$ cat config.mk
export PLATFORM = sky130hd
export DESIGN_NAME = wdog_keyed
export DESIGN_NICKNAME = d
export VERILOG_FILES = /design/src/rtl/wdk_pkg.sv /design/src/rtl/wdk_regfile.sv /design/src/rtl/wdk_countdown.sv /design/src/rtl/wdk_readport.sv /design/src/rtl/wdog_keyed.sv
export SDC_FILE = /design/constraint.sdc
export NUM_CORES = 1
export LEC_CHECK = 0
export BUFFER_PORTS_ARGS = -buffer_cell sky130_fd_sc_hd__buf_4
export CAP_MARGIN = 20
export CORE_MARGIN = 2
export CORE_UTILIZATION = 40
export DETAILED_ROUTE_END_ITERATION = 8
export GPL_TIMING_DRIVEN = 0
export SLEW_MARGIN = 20
export SYNTH_ARGS = -nofsm -noshare
export SYNTH_HDL_FRONTEND = slang
export SYNTH_SLANG_ARGS = --single-unit
$ cat constraint.sdc
create_clock -name clk -period 4.5 [get_ports clk]
set_input_delay 0.225 -clock clk [delete_from_list [all_inputs] [get_ports clk]]
set_output_delay 0.225 -clock clk [all_outputs]
set_load 0.01 [all_outputs]
$ cat src/rtl/wdk_pkg.sv
package wdk_pkg;
  localparam int ADDR_W = 2;

  typedef enum logic [ADDR_W-1:0] {
    RA_PRESET = 2'd0,
    RA_CTRL   = 2'd1,
    RA_LIVE   = 2'd2,
    RA_FLAGS  = 2'd3
  } reg_addr_e;
endpackage

$ cat src/rtl/wdk_regfile.sv
module wdk_regfile
  import wdk_pkg::*;
#(
  parameter int          CNT_W   = 32,
  parameter int          CTL_W   = 16,
  parameter logic [15:0] OFF_KEY = 16'h0AD0
) (
  input  logic              clk,
  input  logic              rst,
  input  logic              wr_en,
  input  logic [ADDR_W-1:0] addr,
  input  logic [CNT_W-1:0]  wdata,
  input  logic              fire_now,
  output logic [CNT_W-1:0]  preset_q,
  output logic [CTL_W-1:0]  ctrl_q,
  output logic              armed,
  output logic              reload,
  output logic [CNT_W-1:0]  reload_val,
  output logic              expired_q
);
  localparam logic [CTL_W-1:0] KEY = CTL_W'(OFF_KEY);

  logic             wr_pre, wr_ctl, wr_live, wr_flg, wake;
  logic [CTL_W-1:0] ctl_next;

  always_comb begin
    wr_pre   = wr_en && (addr == RA_PRESET);
    wr_ctl   = wr_en && (addr == RA_CTRL);
    wr_live  = wr_en && (addr == RA_LIVE);
    wr_flg   = wr_en && (addr == RA_FLAGS);
    ctl_next = wdata[CTL_W-1:0];
    armed    = (ctrl_q != KEY);
    wake     = wr_ctl && !armed && (ctl_next != KEY);
    reload   = wr_pre || wr_live || wake;
    reload_val = wr_pre ? wdata : preset_q;
  end

  always_ff @(posedge clk) begin
    if (rst) begin
      preset_q  <= '0;
      ctrl_q    <= KEY;
      expired_q <= 1'b0;
    end else begin
      if (wr_pre) preset_q <= wdata;
      if (wr_ctl) ctrl_q <= ctl_next;
      if (fire_now) expired_q <= 1'b1;
      else if (wr_flg && wdata[0]) expired_q <= 1'b0;
    end
  end

  // a non-key control write leaves the watchdog armed
  a_r3_nonkey_arms: assert property (@(posedge clk) disable iff (rst)
    (wr_ctl && ctl_next != KEY) |=> armed);
  // the key control write switches the watchdog off
  a_r2_key_disarms: assert property (@(posedge clk) disable iff (rst)
    (wr_ctl && ctl_next == KEY) |=> !armed);
  // the flag stays set unless cleared by a one in bit 0
  a_r9_expired_sticky: assert property (@(posedge clk) disable iff (rst)
    (expired_q && !(wr_flg && wdata[0])) |=> expired_q);
  // a write of zero to the flag word never clears the flag
  a_r9_zero_write_keeps: assert property (@(posedge clk) disable iff (rst)
    (wr_flg && !wdata[0] && expired_q) |=> expired_q);
endmodule

$ cat src/rtl/wdk_countdown.sv
module wdk_countdown #(
  parameter int CNT_W = 32
) (
  input  logic             clk,
  input  logic             rst,
  input  logic             armed,
  input  logic             reload,
  input  logic [CNT_W-1:0] reload_val,
  output logic [CNT_W-1:0] live_q,
  output logic             fire_now,
  output logic             pulse_q
);
  logic spent_q;

  always_comb begin
    fire_now = armed && !reload && (live_q == '0) && !spent_q;
  end

  always_ff @(posedge clk) begin
    if (rst) begin
      live_q  <= '0;
      spent_q <= 1'b0;
      pulse_q <= 1'b0;
    end else begin
      pulse_q <= fire_now;
      if (reload) begin
        live_q  <= reload_val;
        spent_q <= 1'b0;
      end else if (armed) begin
        if (live_q != '0) live_q <= live_q - 1'b1;
        if (fire_now) spent_q <= 1'b1;
      end
    end
  end

  // one step down per clock while armed and running
  a_r6_step_down: assert property (@(posedge clk) disable iff (rst)
    (armed && !reload && live_q != '0) |=> (live_q == $past(live_q) - 1'b1));
  // switched off and no reload means the counter holds
  a_r2_hold_when_off: assert property (@(posedge clk) disable iff (rst)
    (!armed && !reload) |=> $stable(live_q));
  // a reload wins over any decrement
  a_r11_reload_wins: assert property (@(posedge clk) disable iff (rst)
    reload |=> (live_q == $past(reload_val)));
  // once expired the counter stays parked at zero
  a_r8_parked_zero: assert property (@(posedge clk) disable iff (rst)
    (armed && !reload && live_q == '0) |=> (live_q == '0));
  // the reset event lasts one cycle
  a_r7_one_cycle: assert property (@(posedge clk) disable iff (rst)
    pulse_q |=> !pulse_q);
endmodule

$ cat src/rtl/wdk_readport.sv
module wdk_readport
  import wdk_pkg::*;
#(
  parameter int CNT_W = 32,
  parameter int CTL_W = 16
) (
  input  logic              clk,
  input  logic              rst,
  input  logic [ADDR_W-1:0] addr,
  input  logic [CNT_W-1:0]  preset_q,
  input  logic [CTL_W-1:0]  ctrl_q,
  input  logic [CNT_W-1:0]  live_q,
  input  logic              expired_q,
  output logic [CNT_W-1:0]  rdata
);
  logic [CNT_W-1:0] sel;

  always_comb begin
    case (addr)
      RA_PRESET: sel = preset_q;
      RA_CTRL:   sel = CNT_W'(ctrl_q);
      RA_LIVE:   sel = live_q;
      default:   sel = CNT_W'(expired_q);
    endcase
  end

  always_ff @(posedge clk) begin
    if (rst) rdata <= '0;
    else     rdata <= sel;
  end
endmodule

$ cat src/rtl/wdog_keyed.sv
module wdog_keyed
  import wdk_pkg::*;
#(
  parameter int          CNT_W   = 32,
  parameter int          CTL_W   = 16,
  parameter logic [15:0] OFF_KEY = 16'h0AD0
) (
  input  logic              clk,
  input  logic              rst,
  input  logic              wr_en,
  input  logic [ADDR_W-1:0] addr,
  input  logic [CNT_W-1:0]  wdata,
  output logic [CNT_W-1:0]  rdata,
  output logic              rst_event,
  output logic              expired
);
  logic [CNT_W-1:0] preset_q, live_q, reload_val;
  logic [CTL_W-1:0] ctrl_q;
  logic             armed, reload, fire_now, expired_q, pulse_q;

  wdk_regfile #(.CNT_W(CNT_W), .CTL_W(CTL_W), .OFF_KEY(OFF_KEY)) regs_i (
    .clk(clk), .rst(rst), .wr_en(wr_en), .addr(addr), .wdata(wdata),
    .fire_now(fire_now), .preset_q(preset_q), .ctrl_q(ctrl_q),
    .armed(armed), .reload(reload), .reload_val(reload_val),
    .expired_q(expired_q)
  );

  wdk_countdown #(.CNT_W(CNT_W)) cnt_i (
    .clk(clk), .rst(rst), .armed(armed), .reload(reload),
    .reload_val(reload_val), .live_q(live_q), .fire_now(fire_now),
    .pulse_q(pulse_q)
  );

  wdk_readport #(.CNT_W(CNT_W), .CTL_W(CTL_W)) rd_i (
    .clk(clk), .rst(rst), .addr(addr), .preset_q(preset_q),
    .ctrl_q(ctrl_q), .live_q(live_q), .expired_q(expired_q), .rdata(rdata)
  );

  assign rst_event = pulse_q;
  assign expired   = expired_q;

  // every reset event is accompanied by the sticky flag
  a_r7_pulse_flags: assert property (@(posedge clk) disable iff (rst)
    rst_event |-> expired);
  // a reset event leaves the counter at zero
  a_r8_zero_at_pulse: assert property (@(posedge clk) disable iff (rst)
    (rst_event && !reload) |-> (live_q == '0));
endmodule

# Word-level counts from Yosys, hierarchy flattened
# Cells that the tools add are included.
# totals
wordCells,44
reg_bits,115
# classes
reduce_logical,24
addsub,1
eq_ne,5
muxes,7
# op_table
op,n
two-way mux 32 bit,4
one-hot mux 32 bit (3 select lines),1
logical NOT 32 bit,1
!= test 16 x 12 -> 1 bit (second input constant),2
nonzero test 32 bit,1
subtractor 32 x 1 -> 32 bit (second input constant),1
logical AND 1 bit,10
nonzero test 2 bit,3
equality test 2 bit (second input constant),2
AND reduction 2 bit,2
logical NOT 1 bit,3
equality test 2 x 1 -> 1 bit (second input constant),1
logical NOT 2 bit,1
logical OR 1 bit,2
two-way mux 1 bit,2
OR reduction 2 bit,1

# Logic depth before layout (Yosys ltp)
# logic_depth
ltp_word,10
depth_mapped,10
ltp_nobuf,8

# By module
# Synthesis repeated with hierarchy kept, for this count alone.
# unflattened
hier_cells,643
hier_area_um2,5881.9
# by_module_without_submodules
module,n_inst,seq_area_each_um2,cells_each,area_each_um2
wdk_countdown,1,680.7,311,2302.2
wdk_regfile,1,980.9,191,2104.5
wdk_readport,1,640.6,141,1475.2

# Least setup slack after synthesis
# No wires, ideal clock.
# synth_path
path_type,register to register
from,register cnt_i.live_q[0]
to,register cnt_i.live_q[26]
setup_ns,0.120
path_slack_ns,2.174
synth_period_minus_slack_ns,2.326
path_stages_with_launch,10
arrival_ns,2.206
cell_sequence,dfxtp_1 > inv_1 > ha_1 > nor3b_1 > nand4b_1 > or3_1 > nand3_2 > buf_2 > nor2_1 > a211o_1
# synth_between
elab_chain_len,4
word_cells_on_any_way,7
classes_between,1 x add/sub; 3 x mux; 3 x reduce/logical
# synth_lines
item,line,text
"start, declared",wdk_countdown.sv:9,"output logic [CNT_W-1:0] live_q,"
"start signal, assigned",wdk_countdown.sv:27,live_q <= reload_val;
"start signal, assigned",wdk_countdown.sv:30,if (live_q != '0) live_q <= live_q - 1'b1;
subtractor 32 x 1 -> 32 bit,wdk_countdown.sv:30,
two-way mux 32 bit,wdk_countdown.sv:30,
two-way mux 32 bit,wdk_countdown.sv:29,end else if (armed) begin
two-way mux 32 bit,wdk_countdown.sv:26,if (reload) begin
# Parallel ways exist; a longest one is shown, timed or not. The select of a mux whose other input is x is not followed.
# A chain may end at the register's enable or synchronous reset.

# Worst setup path in the final report
# layout_path
from,register regs_i.ctrl_q[2]
to,register cnt_i.live_q[5]
# layout_between
elab_chain_len,7
word_cells_on_any_way,9
classes_between,1 x eq/ne; 1 x mux; 7 x reduce/logical
# layout_lines
item,line,text
"start, declared",wdk_regfile.sv:15,"output logic [CTL_W-1:0] ctrl_q,"
"start signal, assigned",wdk_regfile.sv:45,if (wr_ctl) ctrl_q <= ctl_next;
!= test 16 x 12 -> 1 bit (*),wdk_regfile.sv:32,armed = (ctrl_q != KEY);
logical NOT 1 bit,wdk_regfile.sv:33,wake = wr_ctl && !armed && (ctl_next != KEY);
logical AND 1 bit (2 in series),wdk_regfile.sv:33,
logical OR 1 bit,wdk_regfile.sv:34,reload = wr_pre || wr_live || wake;
nonzero test 2 bit (no source line),n/a,
AND reduction 2 bit (no source line),n/a,
# Every way passes the cells marked *; elsewhere a longest branch is shown, timed or not.

==> results.md <==
- Number of flops mapped to enable cells by yosys: 0
- Buffer levels on the longest clock path: 2
- Type of element launching the critical path: flop
- RSZ-0062 raised after global routing: no
- Wirelength per Cell: 18.4 µm
- Power density cells: ~500 nW/µm²
- Syn Inst Count: 629
- FF+latch area: about 2300 µm²
- Via count normalized by instance count: roughly 5.5
- Diodes inserted: 0
- Total track usage: 0.243
- Pleak: 0.00257 µW
- Height of the die: between 100 and 150 µm
- Max-slew violation count: 0
- Worst Hold Depth: 3
- Final HPWL from detailed placement: between 10000 and 15000 µm
- Chip Width: around 120 µm
- Area share of the leading cell type in the synthesized netlist: 0.448
- Worst VDD drop: 233 µV
- Pin count of the biggest net entering global routing: 17
- Number of placement rows: 41
- First-pass GRT wire length: 26000 µm
- Multi-input combinational cell area: 2660 µm²
- Vias in the first global route: roughly 4.7k
- Worst max-slew margin expressed relative to the limit: 0.335
- Actual transition at the worst max-transition pin: ~1.0 ns
- Accumulated negative setup slack: 0 ns
- Max-cap violations: 0
- Capture point of the worst reg-to-reg path: cnt_i.live_q[5]$_SDFFE_PP0P_
- Antenna violations before repair: 0
- Crit path time final: 3.23 ns
- Gp weighted congestion: approximately 0.94
- Placeable core region: about 13000 µm²
- Setup slack, reg-to-reg: approximately 1.3 ns
- Path depth of the worst reg2reg path: 9
- Clock sink count: roughly 120
- Layout cell share with drive strength beyond 1: 0.159
- Fmax: slightly above 0.3 GHz
- Final Hold Viols: 0
- # H-tree levels: 4
- Sequential share of the synthesized area: 0.448
- Syn_area_per_cell: 8.16 µm²
- Type of the most critical hold path: input port to flop
- Layout overhead on the synthesized area: 25.3%
- Worst setup path class: flop to flop
- Residual overflow from global routing: 0
- R2R Path Start: regs_i.ctrl_q[2]$_SDFFE_PP0P_
- Capture endpoint of the worst hold path: regs_i.ctrl_q[4]$_SDFFE_PP1P_
- Clock transition at the registers of the reported paths: about 0.050 ns
- Number of filler cells placed in the layout: about 1.2k
- Number of nets at the end of the flow: 755
- Number of setup violations in the final report: 0
- Outcome: finished, final reports clean
- Leading area contributor after synthesis: sky130_fd_sc_hd__dfxtp_1
- Total via count after detailed routing: between 4k and 5k
- Master cell of the clock root buffer: sky130_fd_sc_hd__clkbuf_16
- Cell types occupying the most area after synthesis: sky130_fd_sc_hd__dfxtp_1 (45%), sky130_fd_sc_hd__nand2_1 (9.0%), sky130_fd_sc_hd__mux2i_1 (6.8%)
- Nets in the synthesized netlist: ~670
- Cts hold-fix bufs: 0
- TritonCTS buffer count: 17
- Synth warn: 0
- Critical Path Sink Type: flop
- Proportion of register bits with asynchronous set or reset after synthesis: 0
- Number of I/O pins: 71
- Setup clock skew after layout: 0.00543 ns
- Setup bufs post-CTS: 0
- Most common cell in the netlist: sky130_fd_sc_hd__nand2_1
- Remaining routing DRC violations: 0
- Worst-path fanout max: 10
- Initial DRT Pass Iterations: 5
- Number of DRC markers after the initial detailed-route iteration: about 370
- Cell area after synthesis: a little over 5000 µm²
- Required time at the worst-slack endpoint: roughly 4.8 ns
- Critical Path AT: about 3.5 ns
- Post-cts repair resize count: 0
- Final period util: 0.718
- PortBufs: between 60 and 70
- Primary FF master, synth: sky130_fd_sc_hd__dfxtp_1
- Worst-Skew Late Latency: around 0.42 ns
- Final core utilization: 0.512
- Min-Delay Startpoint: wdata[4]
- Number of nets with antenna violations after detailed routing: 0
- Post-synthesis register bit count: about 120
- Commonest cells post-synth: sky130_fd_sc_hd__nand2_1 (123), sky130_fd_sc_hd__dfxtp_1 (115), sky130_fd_sc_hd__nor2_1 (71)
- TritonCTS clock tree: done
- Number of unique standard cell types used by synthesis: 62
- Initial cell density of the core: 0.409
- Routed wire length: around 17000 µm
- Die area: 13800 µm²
==> cell families after synthesis <==
kind of cell / count (synthesis) / share of synthesized area
adders and majority gates: 1 / 0.00244
and+or+nand+nor: 309 / 0.297
muxes: 36 / 0.0726
xor gates and xnor gates: 2 / 0.00341
buffers and inverters: 44 / 0.0346
AOI/OAI and AO/OA: 122 / 0.142
DFF: 115 / 0.448
==> where the power goes <==
group	switching, µW	internal (µW)	leakage (µW)
Clock	448	840	0.000283
Sequential	90.6	1100	0.000936
Combinational	440	266	0.00135
Total	979	2210	0.00257
==> layout make-up <==
cell class | instances | area share
clock inverter | 4 | 0.00700
clock buffer | 27 | 0.0813
multi-input combinational | 470 | 0.413
timing repair buffer | 69 | 0.0805
buffer | 34 | 0.0218
sequential | 115 | 0.358
tap | 172 | 0.0334
inverter | 10 | 0.00583
==> stage by stage <==
step                      power, µW  hold WS, ns  setup slack (ns)  instance area, µm²  std cells
after floorplan                1670        0.349              2.17                5130        629
after global placement         1890        0.456              1.31                5870        870
after detailed placement       1900        0.460              1.34                5870        870
after CTS                      3180       0.0450              1.33                6440        901
after global routing           3310       0.0556              1.09                6440        901
final                          3180       0.0475              1.27                6440        901
==> worst max-delay path by stage <==
stage	start	endpoint	cells past startpoint	slack, ns
finish	regs_i.ctrl_q[2]$_SDFFE_PP0P_	cnt_i.live_q[5]$_SDFFE_PP0P_	9	1.27
CTS	regs_i.ctrl_q[2]$_SDFFE_PP0P_	cnt_i.live_q[5]$_SDFFE_PP0P_	9	1.33
global placement	regs_i.ctrl_q[2]$_SDFFE_PP0P_	cnt_i.live_q[5]$_SDFFE_PP0P_	9	1.31
global route	regs_i.ctrl_q[2]$_SDFFE_PP0P_	cnt_i.live_q[5]$_SDFFE_PP0P_	9	1.09
floorplan	cnt_i.live_q[0]$_SDFFE_PP0P_	cnt_i.live_q[26]$_SDFFE_PP0P_	9	2.17
detailed placement	regs_i.ctrl_q[2]$_SDFFE_PP0P_	cnt_i.live_q[5]$_SDFFE_PP0P_	9	1.34
==> layout by cell type (no fill, tap or decap), types with 8 or more instances in the layout <==
master                      count
sky130_fd_sc_hd__a21oi_1       66
sky130_fd_sc_hd__buf_4         69
sky130_fd_sc_hd__clkbuf_1      26
sky130_fd_sc_hd__clkbuf_16     17
sky130_fd_sc_hd__dfxtp_1      115
sky130_fd_sc_hd__inv_1         10
sky130_fd_sc_hd__mux2i_1       35
sky130_fd_sc_hd__nand2_1      123
sky130_fd_sc_hd__nand3_1       14
sky130_fd_sc_hd__nand4_1        8
sky130_fd_sc_hd__nor2_1        71
sky130_fd_sc_hd__nor3_1        22
sky130_fd_sc_hd__nor4_1        11
sky130_fd_sc_hd__o21ai_1        8
==> layer usage <==
| metal | wire, µm | share of wire | track usage | up-vias |
|---|---|---|---|---|
| met5 | 0 | 0 | 0 | - |
| met4 | 369 | 0.022 | 0.0986 | 0 |
| met3 | 1100 | 0.067 | 0.0559 | 26 |
| met2 | 7280 | 0.44 | 0.366 | 168 |
| met1 | 7800 | 0.47 | 0.335 | 2350 |
| li1 | - | - | - | 2418 |
==> sequential cells by signal, indices dropped and copies added, names as in the netlist <==
| name | count |
|---|---|
| rd_i.rdata | 32 |
| cnt_i.live_q | 32 |
| cnt_i.pulse_q | 1 |
| regs_i.ctrl_q | 16 |
| regs_i.expired_q | 1 |
| regs_i.preset_q | 32 |
| cnt_i.spent_q | 1 |
==> worst max-delay path, cell delays in order, from the launching register on <==
cell and delay (ns):
sky130_fd_sc_hd__dfxtp_1 0.32, sky130_fd_sc_hd__nor4b_1 0.46, sky130_fd_sc_hd__nand4_1 0.24, sky130_fd_sc_hd__clkbuf_1 0.29, sky130_fd_sc_hd__o31ai_1 0.33, sky130_fd_sc_hd__clkbuf_1 0.61
sky130_fd_sc_hd__clkbuf_1 0.55, sky130_fd_sc_hd__nor2_1 0.10, sky130_fd_sc_hd__a21oi_1 0.13, sky130_fd_sc_hd__nor3_1 0.06
(Power assumes the default switching activity.)
